===== config.mk =====
export PLATFORM = sky130hd
export DESIGN_NAME = selftest_seq
export DESIGN_NICKNAME = d
export VERILOG_FILES = /design/src/rtl/selftest_pkg.sv /design/src/rtl/st_divider.sv /design/src/rtl/st_counter.sv /design/src/rtl/selftest_seq.sv
export SDC_FILE = /design/constraint.sdc
export NUM_CORES = 1
export LEC_CHECK = 0
export BUFFER_PORTS_ARGS = -buffer_cell sky130_fd_sc_hd__buf_4
export CAP_MARGIN = 20
export CORE_MARGIN = 2
export CORE_UTILIZATION = 50
export CTS_CLUSTER_SIZE = 14
export DETAILED_ROUTE_END_ITERATION = 10
export HOLD_SLACK_MARGIN = 0.03
export PLACE_DENSITY_LB_ADDON = 0.15
export SYNTH_ARGS = -nofsm -noshare
export SYNTH_HDL_FRONTEND = slang
export SYNTH_SLANG_ARGS = --single-unit

===== constraint.sdc =====
create_clock -name clk -period 2.3 [get_ports clk]
set_input_delay 0.115 -clock clk [delete_from_list [all_inputs] [get_ports clk]]
set_output_delay 0.115 -clock clk [all_outputs]
set_load 0.02 [all_outputs]

===== src/rtl/selftest_pkg.sv =====
package selftest_pkg;
  typedef enum logic [2:0] {
    ST_IDLE,
    ST_PROG,
    ST_SHIFT,
    ST_CAPT,
    ST_FLUSH,
    ST_DONE
  } seq_state_t;
endpackage


===== src/rtl/st_divider.sv =====
module st_divider #(
  parameter int W = 8
) (
  input  logic         clk,
  input  logic         rst,
  input  logic         run,
  input  logic [W-1:0] lim_m1,
  output logic         tick
);
  logic [W-1:0] cnt;

  assign tick = run && (cnt == lim_m1);

  always_ff @(posedge clk) begin
    if (rst || !run) cnt <= '0;
    else if (tick)   cnt <= '0;
    else             cnt <= cnt + 1'b1;
  end
endmodule


===== src/rtl/st_counter.sv =====
module st_counter #(
  parameter int W = 8
) (
  input  logic         clk,
  input  logic         rst,
  input  logic         clr,
  input  logic         inc,
  input  logic [W-1:0] lim_m1,
  output logic         last
);
  logic [W-1:0] cnt;

  assign last = (cnt == lim_m1);

  always_ff @(posedge clk) begin
    if (rst || clr) cnt <= '0;
    else if (inc)   cnt <= last ? '0 : cnt + 1'b1;
  end
endmodule


===== src/rtl/selftest_seq.sv =====
module selftest_seq
  import selftest_pkg::*;
#(
  parameter int DIV_W = 4,
  parameter int LEN_W = 8,
  parameter int PAT_W = 16,
  parameter int SES_W = 4
) (
  input  logic             clk,
  input  logic             rst,
  input  logic             go,
  input  logic [DIV_W-1:0] cfg_div,
  input  logic [LEN_W-1:0] cfg_chain,
  input  logic [PAT_W-1:0] cfg_pats,
  input  logic [SES_W-1:0] cfg_sess,
  input  logic             prog_done,
  input  logic             capt_done,
  output logic             test_active,
  output logic             chain_mode,
  output logic             shift_pulse,
  output logic             prog_window,
  output logic             capt_go,
  output logic             sig_unload,
  output logic             run_complete
);
  seq_state_t st;
  logic [DIV_W-1:0] div_m1;
  logic [LEN_W-1:0] len_m1;
  logic [PAT_W-1:0] pat_m1;
  logic [SES_W-1:0] ses_m1;
  logic unl_pend;
  logic capt_sent;

  logic launch, scan_run, tick, sh_last, pat_last, ses_last, pat_inc;

  assign launch   = go && (st == ST_IDLE || st == ST_DONE);
  assign scan_run = (st == ST_SHIFT) || (st == ST_FLUSH);
  assign pat_inc  = (st == ST_CAPT) && capt_sent && capt_done;

  function automatic logic [DIV_W-1:0] m1_div(input logic [DIV_W-1:0] v);
    return (v == '0) ? '0 : v - 1'b1;
  endfunction
  function automatic logic [LEN_W-1:0] m1_len(input logic [LEN_W-1:0] v);
    return (v == '0) ? '0 : v - 1'b1;
  endfunction
  function automatic logic [PAT_W-1:0] m1_pat(input logic [PAT_W-1:0] v);
    return (v == '0) ? '0 : v - 1'b1;
  endfunction
  function automatic logic [SES_W-1:0] m1_ses(input logic [SES_W-1:0] v);
    return (v == '0) ? '0 : v - 1'b1;
  endfunction

  st_divider #(.W(DIV_W)) u_div (
    .clk(clk), .rst(rst), .run(scan_run), .lim_m1(div_m1), .tick(tick)
  );

  st_counter #(.W(LEN_W)) u_shcnt (
    .clk(clk), .rst(rst), .clr(launch), .inc(tick), .lim_m1(len_m1), .last(sh_last)
  );

  st_counter #(.W(PAT_W)) u_patcnt (
    .clk(clk), .rst(rst), .clr(launch), .inc(pat_inc), .lim_m1(pat_m1), .last(pat_last)
  );

  st_counter #(.W(SES_W)) u_sescnt (
    .clk(clk), .rst(rst), .clr(launch), .inc(pat_inc && pat_last),
    .lim_m1(ses_m1), .last(ses_last)
  );

  always_ff @(posedge clk) begin
    if (rst) begin
      st        <= ST_IDLE;
      div_m1    <= '0;
      len_m1    <= '0;
      pat_m1    <= '0;
      ses_m1    <= '0;
      unl_pend  <= 1'b0;
      capt_sent <= 1'b0;
    end else begin
      case (st)
        ST_IDLE, ST_DONE: begin
          if (go) begin
            div_m1   <= m1_div(cfg_div);
            len_m1   <= m1_len(cfg_chain);
            pat_m1   <= m1_pat(cfg_pats);
            ses_m1   <= m1_ses(cfg_sess);
            unl_pend <= 1'b0;
            st       <= ST_PROG;
          end
        end
        ST_PROG: begin
          if (prog_done) st <= ST_SHIFT;
        end
        ST_SHIFT: begin
          capt_sent <= 1'b0;
          if (tick && sh_last) st <= ST_CAPT;
        end
        ST_CAPT: begin
          capt_sent <= 1'b1;
          if (pat_inc) begin
            unl_pend  <= 1'b1;
            capt_sent <= 1'b0;
            if (!pat_last)     st <= ST_SHIFT;
            else if (ses_last) st <= ST_FLUSH;
            else               st <= ST_PROG;
          end
        end
        ST_FLUSH: begin
          if (tick && sh_last) st <= ST_DONE;
        end
        default: st <= ST_IDLE;
      endcase
    end
  end

  assign test_active  = (st == ST_PROG) || (st == ST_SHIFT) ||
                        (st == ST_CAPT) || (st == ST_FLUSH);
  assign chain_mode   = (st == ST_PROG) || scan_run;
  assign prog_window  = (st == ST_PROG);
  assign shift_pulse  = tick;
  assign sig_unload   = tick && unl_pend;
  assign capt_go      = (st == ST_CAPT) && !capt_sent;
  assign run_complete = (st == ST_DONE);
endmodule


# Yosys cells after proc, flatten, opt, wreduce, memory -nomap -nowiden
# Index checks and enable logic that the tools add are counted.
totals:
  regBits: 69
  input_bits: 37
  out_inout_bits: 7
  word_cells: 83
op_classes:
  add_sub_neg: 8
  n_eq_ne: 14
  mux: 20
  reduce_logical: 30
op_table:
  columns: ["op", "count"]
  rows:
  - ["two-way mux 16 bit", 2]
  - ["two-way mux 3 bit", 7]
  - ["adder 16 x 1 -> 16 bit, second input constant", 1]
  - ["equality test 16 bit", 1]
  - ["zero test 16 bit", 1]
  - ["two-way mux 8 bit", 2]
  - ["subtractor 16 x 1 -> 16 bit, second input constant", 1]
  - ["case mux 3 bit (5 select lines)", 1]
  - ["two-way mux 4 bit", 3]
  - ["adder 4 x 1 -> 4 bit, second input constant", 2]
  - ["adder 8 x 1 -> 8 bit, second input constant", 1]
  - ["equality test 4 bit", 2]
  - ["equality test 8 bit", 1]
  - ["logical AND 1 bit", 8]
  - ["zero test 4 bit", 2]
  - ["zero test 8 bit", 1]
  - ["logical OR 1 bit", 8]
  - ["subtractor 4 x 1 -> 4 bit, second input constant", 2]
  - ["subtractor 8 x 1 -> 8 bit, second input constant", 1]
  - ["equality test 3 x 2 -> 1 bit, second input constant", 2]
  - ["equality test 3 bit, second input constant", 2]
  - ["!= test 2 bit, second input constant", 3]
  - ["AND reduction 5 bit", 1]
  - ["!= test 2 x 1 -> 1 bit, second input constant", 2]
  - ["9 further kinds", 15]

# Longest topological paths before layout
# Gate-level depths: netlist (run 1).
logic_depth:
  word_depth: 6
  depth_mapped: 8
  ltp_nobuf: 7

# Modules after synthesis
# Synthesis (run 1) repeated with hierarchy kept, for this count alone.
unflattened:
  cells_unflattened: 460
  hier_area_um2: 3962.6
by_module_without_submodules:
  columns: ["module", "n_inst", "cells_per_inst", "area_each_um2", "seq_area_each_um2"]
  rows:
  - ["selftest_seq", 1, 237, 1963.1, 740.7]
  - ["st_counter at u_patcnt", 1, 123, 1034.7, 320.3]
  - ["st_counter at u_shcnt", 1, 49, 447.9, 160.2]
  - ["st_counter at u_sescnt", 1, 28, 276.5, 80.1]
  - ["st_divider", 1, 23, 240.2, 80.1]

# Least setup slack after synthesis (run 1)
# Ideal clock, no wire load.
synth_timing:
  kind: "reg-to-reg"
  start: "reg u_patcnt.cnt[3]"
  end: "reg u_patcnt.cnt[10]"
  setup_ns: 0.117
  t_arrival_ns: 1.823
  required_time_ns: 2.183
  setup_slack_ns: 0.360
  path_stages_with_launch: 9
  path_buffers: 2
  period_less_slack_ns: 1.940
  path_cell_list: "dfxtp_1 > xnor2_1 > nand4_1 > nor4_1 > and2_0 > nand2b_1 > clkbuf_2 > buf_2 > nor2_1"
synth_between:
  elab_chain_len: 2
  elab_cells_between_ends: 3
  cone_classes: "1 x add/sub; 1 x eq/ne; 1 x mux"
synth_lines:
  columns: ["item", "line", "rtl"]
  rows:
  - ["start: declaration", "st_counter.sv:11", "logic [W-1:0] cnt;"]
  - ["start signal: assignment", "st_counter.sv:17", "else if (inc) cnt <= last ? '0 : cnt + 1'b1;"]
  - ["adder 16 x 1 -> 16 bit / equality test 16 bit (equally long branches)", "st_counter.sv:17, st_counter.sv:13", null]
  - ["two-way mux 16 bit *", "st_counter.sv:17", null]
# Every way passes the cells marked *; elsewhere a longest branch is shown, timed or not.
# A chain may end at the register's enable or synchronous reset.

# Worst setup path in the final report (run 1)
layout_timing:
  start: "reg st[2]"
  end: "out shift_pulse"
layout_between:
  elab_chain_len: 3
  elab_cells_between_ends: 4
  cone_classes: "2 x eq/ne; 2 x reduce/logical"
layout_lines:
  columns: ["item", "line", "rtl"]
  rows:
  - ["start: declaration", "selftest_seq.sv:26", "seq_state_t st;"]
  - ["start signal: assignment", "selftest_seq.sv:72", "st <= ST_IDLE;"]
  - ["start signal: assignment", "selftest_seq.sv:88", "st <= ST_PROG;"]
  - ["start signal: assignment", "selftest_seq.sv:92", "if (prog_done) st <= ST_SHIFT;"]
  - ["equality test 3 x 2 -> 1 bit / equality test 3 bit (equally long branches)", "selftest_seq.sv:37", "assign scan_run = (st == ST_SHIFT) || (st == ST_FLUSH);"]
  - ["logical OR 1 bit *", "selftest_seq.sv:37", null]
  - ["logical AND 1 bit *", "st_divider.sv:12", "assign tick = run && (cnt == lim_m1);"]
  - ["end: declaration", "selftest_seq.sv:20", "output logic shift_pulse,"]
# Marks and branches as above.

==> impl_metrics.json, run 1 <==
{
  "min_path_type": "in2reg",
  "htreeDepth": 3,
  "area_delta_synth_final_pct": 20.8,
  "setup_tns_ps": 0,
  "synthesis.nets": 466,
  "max_cap_viol_count": 0,
  "switching_share_pct": 29.3,
  "p_per_area_nw_per_um2": 763,
  "first_global_vias": 2768,
  "synth_edf_count": 0,
  "drive_above_1_share_pct": 16.6,
  "vias": 2982,
  "synthArstFlopShare_pct": 0,
  "grt_max_degree": 20,
  "fin_cells": 577,
  "finalSetupViolCount": 0,
  "tightestPinTransition_ps": 503,
  "dp_cells": 559,
  "skew_ps": 13.9,
  "start_util_pct": 51.7,
  "dr.pass1.iters": 4,
  "p_comb_share_pct": 22.4,
  "p_sw_uw": 956,
  "fin_worst_hold_slack_ps": 55.6,
  "drc": 0,
  "viasPerCell": 5.17,
  "synthesis.area_um2": 3530,
  "syn_inst": 422,
  "fp.dieH_um": 88.1,
  "share_seq_of_total_power_pct": 42.8,
  "end_kind": "output port",
  "antenna_found_initial": 0,
  "crit_path_start_kind": "flop",
  "cp.required_ps": 2180,
  "drt-initial-drc-count": 117,
  "fmax_mhz": 494,
  "power.share.clock_pct": 34.8,
  "status": "complete, no violations",
  "chipWidth_um": 88.1,
  "synth_seq_cells": 69,
  "place_area_um2": 4020,
  "cts_buffers": 9,
  "insertion_delay_ps": 350,
  "grt_overflow": 0,
  "path_clk_slew_ps": 80,
  "port_buffers": 43,
  "synthFlopType": "dfxtp_1",
  "reg2reg_slack_ps": 290,
  "period_share_pct": 88.1,
  "io_pins": 44,
  "yosysUniqueCellTypes": 49,
  "cts-resized-gates": 0,
  "ctsRootBufferMaster": "clkbuf_8",
  "critical_path_class": "reg2out",
  "gp_congestion": 0.810,
  "seq_area_frac_synth_pct": 39.1,
  "post_cts_buffers": 0,
  "grt_pass1_wl_um": 12100,
  "cts_tree": "built",
  "wl_per_cell_um": 12.4,
  "fill_cells": 640,
  "p_leak_uw": 0.00168,
  "internal-power_uw": 2300,
  "worstPathArrival_ps": 1910,
  "clockBufferDepth": 2,
  "hold_buffers": 2,
  "ys_warn_count": 0,
  "antenna_left": 0,
  "max_slew_margin_pct": 66.1,
  "core_area_um2": 6830,
  "nets": 520,
  "design_area_um2": 4270,
  "row_count": 30,
  "dieArea_um2": 7760,
  "cts.sinks": 69,
  "rsz0062_at_grt": "no",
  "cp_max_fo": 13,
  "finalMaxSlewViolations": 0,
  "grt_usage_pct": 19.8,
  "avgSynthCellArea_um2": 8.38,
  "min_period_ps": 2030,
  "drt-total-wl_um": 7140,
  "hpwlAfterDp_um": 5370,
  "hold_viol": 0,
  "ir_drop_mv": 0.353,
  "diodes": 0
}
[critical path, cell delays in order (launching register included)]
cell	delay, ps
dfxtp_1	600
nand2b_1	190
a21oi_1	260
and2_1	190
buf_4	170
buf_4	150
[flip-flops by register name, summed over array words and instances (netlist names)]
name / cells
capt_sent: 1
div_m1: 4
len_m1: 8
pat_m1: 16
ses_m1: 4
st: 3
u_div.cnt: 4
u_patcnt.cnt: 16
u_sescnt.cnt: 4
u_shcnt.cnt: 8
unl_pend: 1
[per-stage QoR]
step	power, uW	setup WS, ps	utilization, %
after floorplan	1870	360	-
after global placement	2140	352	58.8
after detailed placement	2150	313	58.8
after CTS	3290	275	62.5
after global routing	3440	5.84	62.5
final	3260	274	62.5
[final timing paths]
path                   start          end  cells past startpoint
hold / removal           rst    div_m1[3]                      2
hold reg to reg   pat_m1[13]   pat_m1[13]                      2
setup reg to reg       st[2]    pat_m1[8]                      5
setup / recovery       st[2]  shift_pulse                      5
[per-layer routing]
| metal | share of wire [%] | track usage [%] | vias to the layer above |
|---|---|---|---|
| li1 | - | - | 1558 |
| met1 | 47 | 24.9 | 1351 |
| met2 | 48 | 33.5 | 63 |
| met3 | 3.5 | 4.05 | 10 |
| met4 | 1.8 | 7.71 | 0 |
| met5 | 0 | 0 | - |
[area by class of cell]
class	instances	area, um^2	share of cell area (%)
clock buffer	11	151	3.54
inverter	9	33.8	0.791
multi-input combinational	331	2070	48.4
sequential	69	1380	32.3
tap	96	120	2.81
clock inverter	5	81.3	1.90
timing repair buffer	56	438	10.3
[layout by cell type, fill, tap and decap left out, drive strengths merged, types with 2 or more instances in the layout]
cell type	n
a21oi	14
a311oi	2
a32o	2
and2	3
and3	8
and3b	2
and4	2
buf	54
bufinv	2
clkbuf	11
dfxtp	69
dlygate4sd3	2
ha	7
inv	10
nand2	48
nand2b	5
nand3	6
nand3b	4
nand4	11
nor2	53
nor3	18
nor3b	2
nor4	7
o21ai	33
o311ai	2
or2	3
or3	3
or4	3
or4b	2
xnor2	40
xor2	39
[cells in the mapped netlist (3+ instances only)]
master	instances	share of area (%)
dfxtp_1	69	39
nor2_1	53	5.6
nand2_1	48	5.1
xnor2_1	40	9.9
xor2_1	39	9.7
o21ai_0	30	4.2
nor3_1	17	2.4
a21oi_1	14	2.0
nand4_1	11	1.9
inv_1	9	0.96
and3_1	8	1.4
clkbuf_1	8	0.85
ha_1	7	2.5
nor4_1	7	1.2
nand3_1	6	0.85
nand2b_1	5	0.88
nand3b_1	4	0.85
or3_1	3	0.53
[cells by family (layout without fill, tap and decap cells)]
family / Yosys count / count (layout) / synth area share (%)
buf+inv: 22 / 81 / 2.48
fa+ha+maj: 7 / 7 / 2.48
flops: 69 / 69 / 39.1
xor+xnor: 79 / 79 / 19.6
compound gates: 62 / 62 / 10.5
mux: 1 / 1 / 0.283
simple gates: 182 / 182 / 25.6
[power by group through the flow]
stage | logic, uW | registers (uW) | clock network [uW]
after floorplan | 491 | 1380 | 0
after global placement | 716 | 1420 | 0
after detailed placement | 727 | 1420 | 0
after CTS | 734 | 1400 | 1160
after global routing | 815 | 1410 | 1220
final | 729 | 1400 | 1140
No activity file was read; power rests on OpenSTA's default activity.
==> run 2, diff against run 1 <==
--- a/config.mk
+++ b/config.mk
@@ -5,6 +5,8 @@
 export SDC_FILE = /design/constraint.sdc
 export NUM_CORES = 1
 export LEC_CHECK = 0
+export ABC_AREA = 1
+export ABC_CLOCK_PERIOD_IN_PS = 2300
 export BUFFER_PORTS_ARGS = -buffer_cell sky130_fd_sc_hd__buf_4
 export CAP_MARGIN = 20
 export CORE_MARGIN = 2
==> run 2 against run 1 <==
Clock-buffer cell count unchanged; cell count increased by 28%; final area increased by 7.8%; largest power group unchanged; highest routed layer unchanged.
==> impl_metrics.json, run 2 <==
{
  "yosys.area.top_type": "dfxtp_1",
  "wl_per_cell_um": 11.3,
  "row_count": 32,
  "synth_seq_cells": 69,
  "start_util_pct": 51.2,
  "drt-total-wl_um": 8370,
  "totalPowerFinal_uw": 3800,
  "antenna_found_initial": 0,
  "reg_top3": "pat_m1 x16, u_patcnt.cnt x16",
  "final_cell_mix": "144 x nand2_1, 83 x nor2_1, 69 x dfxtp_1",
  "r2r-start": "st[2]",
  "fin_worst_hold_slack_ps": 56.1,
  "hold_buffers": 5,
  "status": "complete, no violations",
  "ir_drop_mv": 0.354,
  "cts.sinks": 69,
  "internal-power_uw": 2430,
  "grt_max_degree": 28,
  "slowest_delay_ps": 420,
  "p_leak_uw": 0.00195,
  "critical_path_class": "reg2out",
  "tightestPinTransition_ps": 470,
  "fp.dieH_um": 92.7,
  "min_path_type": "in2reg",
  "synthTopCellsByCount": "144 x nand2_1, 83 x nor2_1, 69 x dfxtp_1",
  "chipWidth_um": 92.7,
  "avgSynthCellArea_um2": 6.75,
  "synth_edf_count": 0,
  "port_buffers": 43,
  "post_cts_buffers": 0,
  "rsz0062_at_grt": "no",
  "clockBufferDepth": 2,
  "dieArea_um2": 8600,
  "skew_ps": 8.89,
  "cts_buffers": 9,
  "slowest_stage": "dfxtp_1",
  "min_period_ps": 2040,
  "htreeDepth": 3,
  "end_kind": "output port",
  "max_slew_margin_pct": 68.6,
  "cp_max_fo": 13,
  "grt_usage_pct": 21.2,
  "core_area_um2": 7690,
  "gp_congestion": 0.843,
  "power.share.clock_pct": 29.1,
  "seq_area_frac_synth_pct": 35.1,
  "synthesis.area_um2": 3940,
  "synth.area.top_cells": "dfxtp_1 35%, nand2_1 14%, nor2_1 7.9%",
  "share_seq_of_total_power_pct": 38.6,
  "hp-start": "cfg_pats[15]",
  "path_clk_slew_ps": 70,
  "crit_chain": "inv_1 -> nand3_1 -> nand2_1 -> nand2_1 -> inv_1 -> buf_4",
  "drive_above_1_share_pct": 14.1,
  "p_per_area_nw_per_um2": 825,
  "synthArstFlopShare_pct": 0,
  "ys_warn_count": 0,
  "gr-max-usage-layer": "met2",
  "cts_tree": "built",
  "finalSetupViolCount": 0,
  "grt_pass1_wl_um": 14800,
  "worstPathArrival_ps": 1930,
  "layout_commonest_cell": "nand2_1",
  "period_share_pct": 88.9,
  "hold_viol": 0,
  "diodes": 0,
  "drc": 0,
  "synthesis.nets": 627,
  "hpwlAfterDp_um": 6390,
  "synthFlopType": "dfxtp_1",
  "cp.required_ps": 2180,
  "ctsRootBufferMaster": "clkbuf_8",
  "utilization_pct": 59.9,
  "p_sw_uw": 1370,
  "insertion_delay_ps": 340,
  "max_cap_viol_count": 0,
  "fmax_mhz": 489,
  "syn_inst": 583,
  "p_comb_share_pct": 32.3,
  "met2_usage_pct": 38.9,
  "synth_top_area_share_pct": 35.1,
  "gr-usage-met3_pct": 3.42,
  "crit_path_start_kind": "flop",
  "drt-initial-drc-count": 110,
  "vias": 3686,
  "finalMaxSlewViolations": 0,
  "cts-resized-gates": 0,
  "switching_share_pct": 36.1,
  "crit_path_start": "st[1]",
  "area_delta_synth_final_pct": 17.1,
  "io_pins": 44,
  "antenna_left": 0,
  "viasPerCell": 4.98,
  "fill_cells": 755,
  "yosysMostFrequentCell": "nand2_1",
  "first_global_vias": 3527,
  "yosysUniqueCellTypes": 37,
  "setup_tns_ps": 0,
  "dr.pass1.iters": 5,
  "nets": 677,
  "grtUsageMet1_pct": 24.9,
  "grt_overflow": 0
}
run 2: worst max-delay path: cells and delay by family, from the launching register on:
family	cells	cell delay, ps
buf+inv	3	520
simple gates	3	640
flops	1	420
run 2: cell type report:
type                            instances  area (um^2)  share of cell area (%)
Timing Repair Buffer                   48          373                    8.09
Sequential cell                        69         1380                    30.0
Clock inverter                          5         83.8                    1.82
Clock buffer                           11          141                    3.07
Inverter                               78          295                    6.41
Multi-Input combinational cell        427         2200                    47.9
Tap cell                              102          128                    2.77
run 2: worst paths after layout:
check	to	slack, ps	cells past startpoint
setup / recovery	shift_pulse	260	6
hold / removal	pat_m1[15]	60	3
setup reg to reg	u_patcnt.cnt[2]	410	9
hold reg to reg	unl_pend	470	2
run 2: logic make-up after synthesis:
| group | count (synthesis) | synth area share (%) |
|---|---|---|
| AND/OR/NAND/NOR | 305 | 33.8 |
| buffers and inverters | 87 | 8.87 |
| AO/OA/AOI/OAI | 75 | 11.1 |
| flip-flops | 69 | 35.1 |
| XOR/XNOR | 40 | 8.90 |
| adder cells (fa/ha/maj) | 7 | 2.23 |
run 2: per-stage QoR:
step,worst slack [ps],instances,area (um^2)
after floorplan,892,583,3940
after global placement,508,719,4330
after detailed placement,431,719,4330
after CTS,232,740,4610
after global routing,51.7,740,4610
final,256,740,4610
run 2: layer usage:
| metal | share of wire [%] | vias up |
|---|---|---|
| met3 | 2.7 | 14 |
| met1 | 46 | 1640 |
| li1 | - | 1968 |
| met4 | 1.7 | 0 |
| met2 | 49 | 64 |
| met5 | 0 | - |
run 2: power by group through the flow:
stage	Clock [uW]	Sequential [uW]	Combinational, uW
6_report	1110	1470	1230
3_3_place_gp	0	1490	1200
4_1_cts	1120	1470	1240
2_1_floorplan	0	1470	916
3_5_place_dp	0	1490	1220
5_1_grt	1190	1490	1390
